--- config.mk ---
export PLATFORM = sky130hd
export DESIGN_NAME = prot_tlb
export DESIGN_NICKNAME = d
export VERILOG_FILES = /design/src/rtl/prot_tlb_pkg.sv /design/src/rtl/prot_tlb_cam.sv /design/src/rtl/prot_tlb_slot.sv /design/src/rtl/prot_tlb.sv
export SDC_FILE = /design/constraint.sdc
export NUM_CORES = 2
export LEC_CHECK = 0
export CORE_MARGIN = 2
export CORE_UTILIZATION = 50
export CTS_CLUSTER_DIAMETER = 100
export CTS_CLUSTER_SIZE = 28
export DETAILED_ROUTE_END_ITERATION = 6
export PLACE_DENSITY = 0.67
export SLEW_MARGIN = 20
export SYNTH_ARGS = -nofsm -noshare
export SYNTH_HDL_FRONTEND = slang
export SYNTH_SLANG_ARGS = --single-unit
--- constraint.sdc ---
create_clock -name clk_i -period 14.8 [get_ports clk_i]
set_clock_uncertainty 0.05 [all_clocks]
set_input_delay 2.22 -clock clk_i [delete_from_list [all_inputs] [get_ports clk_i]]
set_output_delay 2.22 -clock clk_i [all_outputs]
set_load 0.005 [all_outputs]
--- src/rtl/prot_tlb_pkg.sv ---
package prot_tlb_pkg;
  parameter int VPN_W  = 20;
  parameter int PFN_W  = 20;
  parameter int ASID_W = 6;

  typedef struct packed {
    logic              live;
    logic              vld;
    logic              uperm;
    logic              rd;
    logic              wr;
    logic [ASID_W-1:0] asid;
    logic [VPN_W-1:0]  vpn;
    logic [PFN_W-1:0]  pfn;
  } tlb_ent_t;
endpackage

--- src/rtl/prot_tlb_cam.sv ---
module prot_tlb_cam
  import prot_tlb_pkg::*;
#(
  parameter int N     = 16,
  parameter int IDX_W = $clog2(N)
) (
  input  logic                clk_i,
  input  logic                rst_ni,
  input  tlb_ent_t [N-1:0]    ents_i,
  input  logic [VPN_W-1:0]    vpn_i,
  input  logic [ASID_W-1:0]   asid_i,
  output logic [N-1:0]        match_o,
  output logic                hit_o,
  output logic [IDX_W-1:0]    idx_o
);
  for (genvar i = 0; i < N; i++) begin : g_cmp
    assign match_o[i] = ents_i[i].live && ents_i[i].vpn == vpn_i && ents_i[i].asid == asid_i;
  end

  assign hit_o = |match_o;

  always_comb begin
    idx_o = '0;
    for (int i = N - 1; i >= 0; i--)
      if (match_o[i]) idx_o = IDX_W'(i);
  end

  // kernel keeps (vpn, asid) pairs unique: R2
  p_unique_match_r2: assert property (@(posedge clk_i) disable iff (!rst_ni) $onehot0(match_o));
endmodule

--- src/rtl/prot_tlb_slot.sv ---
module prot_tlb_slot
  import prot_tlb_pkg::*;
(
  input  logic     clk_i,
  input  logic     rst_ni,
  input  logic     kw_sel_i,
  input  tlb_ent_t kw_ent_i,
  input  logic     uw_sel_i,
  input  logic     uw_rd_i,
  input  logic     uw_wr_i,
  input  logic     amp_sel_i,
  output tlb_ent_t ent_o
);
  tlb_ent_t ent_q;

  // priority: kernel > user > amplify
  always_ff @(posedge clk_i or negedge rst_ni) begin
    if (!rst_ni) begin
      ent_q <= '0;
    end else if (kw_sel_i) begin
      ent_q <= kw_ent_i;
    end else if (uw_sel_i) begin
      ent_q.rd <= uw_rd_i;
      ent_q.wr <= uw_wr_i;
    end else if (amp_sel_i) begin
      ent_q.rd <= 1'b1;
      ent_q.wr <= 1'b1;
    end
  end

  assign ent_o = ent_q;

  p_kernel_load_r2: assert property (@(posedge clk_i) disable iff (!rst_ni)
    kw_sel_i |=> ent_q == $past(kw_ent_i));

  p_user_keeps_xlat_r5: assert property (@(posedge clk_i) disable iff (!rst_ni)
    uw_sel_i && !kw_sel_i |=> $stable(ent_q.pfn) && $stable(ent_q.vpn) && $stable(ent_q.asid)
                               && $stable(ent_q.vld) && $stable(ent_q.uperm) && $stable(ent_q.live));

  p_amplify_grants_r7: assert property (@(posedge clk_i) disable iff (!rst_ni)
    amp_sel_i && !kw_sel_i && !uw_sel_i |=> ent_q.rd && ent_q.wr);
endmodule

--- src/rtl/prot_tlb.sv ---
module prot_tlb
  import prot_tlb_pkg::*;
#(
  parameter int NUM_ENTRIES = 16,
  localparam int IDX_W = $clog2(NUM_ENTRIES)
) (
  input  logic              clk_i,
  input  logic              rst_ni,
  input  logic [ASID_W-1:0] cur_asid_i,
  input  logic              amplify_en_i,
  input  logic              lk_valid_i,
  input  logic [VPN_W-1:0]  lk_vpn_i,
  input  logic              lk_store_i,
  output logic              lk_hit_o,
  output logic              lk_miss_o,
  output logic              lk_fault_o,
  output logic [PFN_W-1:0]  lk_pfn_o,
  input  logic              kw_en_i,
  input  logic [IDX_W-1:0]  kw_idx_i,
  input  logic              kw_live_i,
  input  logic              kw_vld_i,
  input  logic [VPN_W-1:0]  kw_vpn_i,
  input  logic [ASID_W-1:0] kw_asid_i,
  input  logic [PFN_W-1:0]  kw_pfn_i,
  input  logic              kw_rd_i,
  input  logic              kw_wr_i,
  input  logic              kw_uperm_i,
  input  logic              uw_en_i,
  input  logic [VPN_W-1:0]  uw_vpn_i,
  input  logic              uw_rd_i,
  input  logic              uw_wr_i,
  input  logic              err_clr_i,
  output logic              err_o
);
  tlb_ent_t [NUM_ENTRIES-1:0] ents;
  tlb_ent_t                   kw_ent, lk_ent, uw_ent;
  logic [NUM_ENTRIES-1:0]     lk_match, uw_match;
  logic                       lk_any, uw_any, perm_bad, uw_ok, uw_bad, err_q;
  logic [IDX_W-1:0]           lk_idx, uw_idx;

  prot_tlb_cam #(.N(NUM_ENTRIES), .IDX_W(IDX_W)) u_lk_cam (
    .clk_i, .rst_ni, .ents_i(ents), .vpn_i(lk_vpn_i), .asid_i(cur_asid_i),
    .match_o(lk_match), .hit_o(lk_any), .idx_o(lk_idx));

  prot_tlb_cam #(.N(NUM_ENTRIES), .IDX_W(IDX_W)) u_uw_cam (
    .clk_i, .rst_ni, .ents_i(ents), .vpn_i(uw_vpn_i), .asid_i(cur_asid_i),
    .match_o(uw_match), .hit_o(uw_any), .idx_o(uw_idx));

  assign lk_ent = ents[lk_idx];
  assign uw_ent = ents[uw_idx];

  always_comb begin
    kw_ent       = '0;
    kw_ent.live  = kw_live_i;
    kw_ent.vld   = kw_vld_i;
    kw_ent.uperm = kw_uperm_i;
    kw_ent.rd    = kw_rd_i;
    kw_ent.wr    = kw_wr_i;
    kw_ent.asid  = kw_asid_i;
    kw_ent.vpn   = kw_vpn_i;
    kw_ent.pfn   = kw_pfn_i;
  end

  assign perm_bad   = !lk_ent.vld || (lk_store_i ? !lk_ent.wr : !lk_ent.rd);
  assign lk_hit_o   = lk_valid_i && lk_any;
  assign lk_miss_o  = lk_valid_i && !lk_any;
  assign lk_fault_o = lk_hit_o && perm_bad;
  assign lk_pfn_o   = lk_hit_o ? lk_ent.pfn : '0;

  assign uw_ok  = uw_en_i && uw_any && uw_ent.uperm;
  assign uw_bad = uw_en_i && !uw_ok;

  for (genvar i = 0; i < NUM_ENTRIES; i++) begin : g_slot
    logic kw_sel, uw_sel, amp_sel;
    assign kw_sel  = kw_en_i && kw_idx_i == IDX_W'(i);
    assign uw_sel  = uw_ok && uw_match[i];
    assign amp_sel = amplify_en_i && lk_fault_o && lk_match[i] && ents[i].vld;
    prot_tlb_slot u_slot (
      .clk_i, .rst_ni, .kw_sel_i(kw_sel), .kw_ent_i(kw_ent), .uw_sel_i(uw_sel),
      .uw_rd_i, .uw_wr_i, .amp_sel_i(amp_sel), .ent_o(ents[i]));
  end

  always_ff @(posedge clk_i or negedge rst_ni) begin
    if (!rst_ni)        err_q <= 1'b0;
    else if (uw_bad)    err_q <= 1'b1;
    else if (err_clr_i) err_q <= 1'b0;
  end
  assign err_o = err_q;

  p_err_sticky_r6: assert property (@(posedge clk_i) disable iff (!rst_ni)
    err_o && !err_clr_i |=> err_o);

  p_fault_needs_hit_r4: assert property (@(posedge clk_i) disable iff (!rst_ni)
    lk_fault_o |-> lk_hit_o && !lk_miss_o);
endmodule

# ---- Yosys cells after proc, flatten, opt, wreduce, memory -nomap -nowiden
# Cells that the tools add are included.
dict set report classes {
  eq_ne 63
  n_lt_le_gt_ge 2
  n_mux 88
  reduce_logical 161
}
# cell n
set op_table {}
lappend op_table {{20-bit equality test} 32}
lappend op_table {{51-bit binary-select mux with 4-bit select} 2}
lappend op_table {{1-bit logical AND} 135}
lappend op_table {{4-bit 2-to-1 mux} 32}
lappend op_table {{6-bit equality test} 16}
lappend op_table {{2-bit 2-to-1 mux} 48}
lappend op_table {{50-bit 2-to-1 mux} 1}
lappend op_table {{49-bit 2-to-1 mux} 1}
lappend op_table {{3-bit nonzero test} 16}
lappend op_table {{4-bit equality test (second input constant)} 8}
lappend op_table {{16-bit OR reduction} 2}
lappend op_table {{20-bit 2-to-1 mux} 1}
lappend op_table {{4-bit by 3-bit equality test with 1-bit output (second input constant)} 4}
lappend op_table {{4-bit by 5-bit less-than comparator with 1-bit output (second input constant)} 2}
lappend op_table {{4-bit by 2-bit equality test with 1-bit output (second input constant)} 2}
lappend op_table {{1-bit zero test} 5}
lappend op_table {{4-bit by 1-bit equality test with 1-bit output (second input constant)} 1}
lappend op_table {{4-bit zero test} 1}
lappend op_table {{1-bit 2-to-1 mux} 3}
lappend op_table {{2-bit nonzero test} 1}
lappend op_table {{1-bit logical OR} 1}
dict set report totals {
  wordCells 443
  input_bits 111
  regBits 817
  output_inout_bits 24
}

# ---- Longest topological paths before layout
dict set report depth {
  ltp_word 31
  depth_mapped 19
  mapped_depth_nobuf 14
}

# ---- Cells and area by module
# From an unflattened synthesis, not the netlist that was laid out.
dict set report unflattened {
  hier_cells 3386
  area_unflattened_um2 48720.5
}
# module n_inst seq_area_each_um2 area_each_um2 cells_each
set by_module_without_submodules {}
lappend by_module_without_submodules {prot_tlb_slot 16 1276.2 2148.3 114}
lappend by_module_without_submodules {prot_tlb_cam 2 0.0 5237.5 648}
lappend by_module_without_submodules {prot_tlb 1 25.0 3872.5 266}

# ---- Worst setup path before layout
# OpenSTA, ideal clock, no wires.
dict set report synth_path {
  kind {input to output}
  from {in lk_vpn_i[14]}
  to {out lk_pfn_o[17]}
  path_buffers 7
  path_stages 18
  slack_ns 6.885
  arrival_time_ns 5.645
  t_required_ns 12.530
  path_cell_list {clkbuf_1 > buf_2 > xnor2_1 > nand4_1 > nor3_1 > nand3_1 > a21o_1 > o2bb2ai_1 > o21ba_2 > buf_2 > buf_4 > buf_2 > buf_4 > clkbuf_1 > a211oi_1 > a21oi_1 > mux2i_1 > a211oi_1}
}
dict set report synth_via {
  elab_chain_cells 22
  elab_cells_between_ends 69
  classes_between {16 x eq/ne; 19 x mux; 34 x reduce/logical}
}
# item line
set synth_lines {}
lappend synth_lines {{start: declaration} prot_tlb.sv:12} ;# input logic [VPN_W-1:0] lk_vpn_i,
lappend synth_lines {{20-bit equality test} prot_tlb_cam.sv:17} ;# assign match_o[i] = ents_i[i].live && ents_i[i].vpn == vpn_i && ents_i[i].asid == asid_i;
lappend synth_lines {{1-bit logical AND (2 in a row)} prot_tlb_cam.sv:17}
lappend synth_lines {{4-bit 2-to-1 mux (16 in a row)} prot_tlb_cam.sv:25} ;# if (match_o[i]) idx_o = IDX_W'(i);
lappend synth_lines {{51-bit binary-select mux with 4-bit select} prot_tlb.sv:49} ;# assign lk_ent = ents[lk_idx];
lappend synth_lines {{50-bit 2-to-1 mux (not written as such)} prot_tlb.sv:49}
lappend synth_lines {{20-bit 2-to-1 mux (*)} prot_tlb.sv:68} ;# assign lk_pfn_o = lk_hit_o ? lk_ent.pfn : '0;
lappend synth_lines {{end: declaration} prot_tlb.sv:17} ;# output logic [PFN_W-1:0] lk_pfn_o,
# Every way passes the cells marked *; elsewhere a longest branch is shown, timed or not. The select of a mux whose other input is x is not followed.

# ---- Worst setup path after layout
dict set report layout_path {
  from {in cur_asid_i[5]}
  to {out lk_pfn_o[4]}
}
dict set report layout_via {
  elab_chain_cells 21
  elab_cells_between_ends 53
  classes_between {16 x eq/ne; 19 x mux; 18 x reduce/logical}
}
# item line
set layout_lines {}
lappend layout_lines {{start: declaration} prot_tlb.sv:9} ;# input logic [ASID_W-1:0] cur_asid_i,
lappend layout_lines {{6-bit equality test} prot_tlb_cam.sv:17}
lappend layout_lines {{1-bit logical AND} prot_tlb_cam.sv:17}
lappend layout_lines {{4-bit 2-to-1 mux (16 in a row)} prot_tlb_cam.sv:25}
lappend layout_lines {{51-bit binary-select mux with 4-bit select} prot_tlb.sv:49}
lappend layout_lines {{50-bit 2-to-1 mux (not written as such)} prot_tlb.sv:49}
lappend layout_lines {{20-bit 2-to-1 mux (*)} prot_tlb.sv:68}
# Marks and branches as above.

==> results.md <==
* Largest area contributor in the netlist: dfrtp_1
* Worst hold endpoint: g_slot[5].u_slot.ent_o[3]
* Outcome: finished, final reports clean
* Clk buf depth at 3
* Max_cap viols at 0
* Initial Util at 0.505
* Setup violators final at 0
* Least-Margin Pin Slew at 1.11 ns
* Total buffers and inverters traversed by the critical path at 4
* Top cells by count, synth: nand2_1 (1537), dfrtp_1 (817), xnor2_1 (409)
* Reg2reg path depth at 16
* Setup crit end kind: primary output
* Post-synth top area share at 0.441
* Htree depth at 2
* Final period util at 0.738
* XOR/XNOR share of the synthesized area at 0.140
* Mean post-synth cell area at about 9.1 um^2
* Critical Path Slowest Stage Cell: buf_4
* Hold Path Class: reg2reg
* Syn nets at between 5k and 6k
* Fill cells at 8296
* Ys async rst share at 1.00
* Dpl hpwl at 104000 um
* Num CTS Buffers at 39
* Worst-Skew Late Latency at around 0.64 ns
* Chip Height at just over 300 um
* Post-synth cell types at 85
* Hold path depth at 2
* Antenna Nets Post-Route at 0
* PD cells at approximately 120 nW/um^2
* DRC Markers at 0
* Gate power share at 0.257
* Sw frac at 0.340
* Die area at ~95000 um^2
* Synth Cell Area at 46400 um^2
* Internal Pwr Total at approximately 4 mW
* Worst reg2reg setup slack at 8.86 ns
* Most frequent cell after synthesis: nand2_1
* Max FO, Critical Path at approximately 100
* RSZ-0062 raised after global routing: false
* Seq pwr share at 0.517
* CTS tree: done
* Crit start category: primary input
* Critical R2R Capture: g_slot[15].u_slot.ent_o[47]
* Reg area at around 20000 um^2
* Max Slew Vio Count at 0
* Worst Path Arrival at 8.65 ns
* Tot Pwr at 6.05 mW
* Min Clock Period, post-route at 10.92 ns
* Vias/cell at just over 6
* Final-report hold violation count at 0
* Tot GR Track Use at 0.353
* Area occupied by multi-input gates at roughly 25000 um^2
* Synth warnings at 0
* Die Span X at about 310 um
* RR Startpoint: g_slot[14].u_slot.ent_o[45]
* Slew HR at 0.252
* Nets at roughly 5.1k
* Initial antenna violation count at 8
* CTS sink count at about 820
* Hold_buf cts at 0
* CTS-repair resized insts at 0
* Lkg Pwr at between 20 and 25 nW
* I/O pins at 135
* First-pass GRT wire length at 249000 um
* Vias after detailed routing at approximately 39k
* Remaining global-route overflow at 0
* CP delay by family, top: compound AO/OA/AOI/OAI gates
* Pin count of the biggest net entering global routing at roughly 180
* Drt initial violations at 4297
* Peak VDD IR at ~84 uV
* Mux cell area share after synthesis at 0.0944
* DRT Pass-1 Iters at 6
* Layout cells sized above 1 at 0.112
* Num rows at approximately 110
* Post CTS Setup Buffer Count at 0
* CTS Root Cell: clkbuf_16
* Post-Synth Simple-Gate Area at 0.232
* NetSw at 2.06 mW
* Post-synthesis register bit count at between 800 and 900
* Compound-Gate Fraction of Synth Area at 0.0584
* CP dominant cell by count: a211oi_1
* Avg WL per Cell at about 27 um
* Clock power frac at 0.226
* Final wirelength at 169000 um
* Critical Path RT at roughly 13 ns
* Synth top area cells: dfrtp_1 (44%), nand2_1 (12%), xnor2_1 (7.7%), mux2_2 (7.1%), xor2_1 (6.2%)
* IO Port Bufs at roughly 130
* Gpl congestion at roughly 1
* Setup tns final at 0 ns
* Hold path startpoint: g_slot[5].u_slot.ent_o[3]
* Adder-cell area share of the yosys netlist at 0
* WS Path Type: in2out
* Worst path cell trace: clkdlybuf4s50_1 -> buf_4 -> xor2_1 -> nor3_1 -> nand2_1 -> or3_1 -> a211o_1 -> a221oi_2 -> o21ba_4 -> buf_4 -> a211oi_1 -> a211oi_1 -> a211oi_1 -> a211oi_1 -> clkdlybuf4s50_1
* Synthesis-to-finish area growth at 8.12%
* Largest family of logic cells by synthesized area: simple AND/OR/NAND/NOR gates
* Mapped Cells at about 5.1k
* Synth Flop Type: dfrtp_1
* EDFF count, synth at 0
* Slowest Stage Delay on Critical Path at ~0.94 ns
* Max Freq at 0.0916 GHz
* Reg clk slew, reported paths at roughly 0.1 ns
* Sequential share of the synthesized area at 0.441
* Number of global-route vias before repair at 37.6k
* CORE AREA at just over 90000 um^2
==> flip-flops by register name, indices dropped and copies added (netlist names) <==
signal	flops
err_o	1
g_slot.u_slot.ent_o	816
==> worst max path at each step <==
stage,start,slack [ns],to,cells past startpoint
floorplan,lk_vpn_i[14],6.88,lk_pfn_o[17],18
global placement,cur_asid_i[5],4.16,lk_pfn_o[6],15
detailed placement,cur_asid_i[5],4.09,lk_pfn_o[6],15
CTS,cur_asid_i[5],4.09,lk_pfn_o[6],15
global route,cur_asid_i[5],3.76,lk_pfn_o[4],15
finish,cur_asid_i[5],3.88,lk_pfn_o[4],15
==> placed cells by master, fill, tap and decap left out, types with 21 or more instances in the layout <==
cell type,instances
or2_2,33
nand3_1,46
nand2_1,1529
nor2b_1,94
inv_1,24
nor4_1,135
xor2_1,331
nor2_1,72
dfrtp_1,817
clkbuf_16,41
mux2i_1,107
xnor2_1,409
nor3_1,75
a211oi_1,153
buf_4,106
a21oi_1,100
nor3b_1,21
mux2_2,292
clkdlybuf4s50_1,124
nand4_1,183
==> per-layer routing <==
| layer | wire (um) | global-route usage | vias up |
|---|---|---|---|
| li1 | - | - | 17000 |
| met1 | 68400 | 0.477 | 19100 |
| met2 | 71600 | 0.524 | 2056 |
| met3 | 18100 | 0.0853 | 582 |
| met4 | 11000 | 0.189 | 4 |
| met5 | 61 | 0.00404 | - |
==> power by group through the flow <==
stage / clock network [mW] / registers (mW) / logic [mW]
floorplan: 0 / 3.04 / 1.15
global placement: 0 / 3.15 / 1.49
detailed placement: 0 / 3.16 / 1.52
CTS: 1.38 / 3.11 / 1.53
global route: 1.45 / 3.18 / 1.71
finish: 1.37 / 3.12 / 1.56
==> layout make-up <==
cell class | count | area share
Inverter | 24 | 0.00180
Multi-Input combinational cell | 3882 | 0.490
Timing Repair Buffer | 247 | 0.0447
Antenna cell | 4 | 0.000200
Clock inverter | 13 | 0.00352
Tap cell | 1243 | 0.0310
Sequential cell | 817 | 0.407
Clock buffer | 45 | 0.0213
==> stage by stage <==
stage,instances,cell area [um^2],hold WS (ns),utilization,setup WS (ns)
floorplan,5072,46400,0.388,-,6.88
global placement,6210,48800,0.400,0.532,4.16
detailed placement,6210,48800,0.405,0.532,4.09
CTS,6268,50000,0.431,0.545,4.09
global route,6274,50200,0.440,0.546,3.76
finish,6275,50200,0.426,0.547,3.88
==> logic make-up (layout without fill, tap and decap cells) <==
logic type      Yosys count  count (layout)
compound gates          384             384
xor+xnor                740             740
buf+inv                 373             329
flops                   817             817
mux                     400             400
other cells               0               4
simple gates           2358            2358
==> worst register-to-register path: stages, from the launching register on <==
cell     delay [ns]
dfrtp_1        0.40
xor2_1         0.14
nor3_1         0.47
nand2_1        0.32
or3_1          0.56
a41oi_1        0.54
o311a_1        0.38
o21ba_4        0.31
buf_4          0.83
a21oi_1        0.14
o211a_2        0.30
a31o_1         0.22
a41oi_4        0.35
a22oi_1        0.17
buf_4          0.22
nor3_2         0.33
o21a_1         0.18
(Power assumes the default switching activity.)
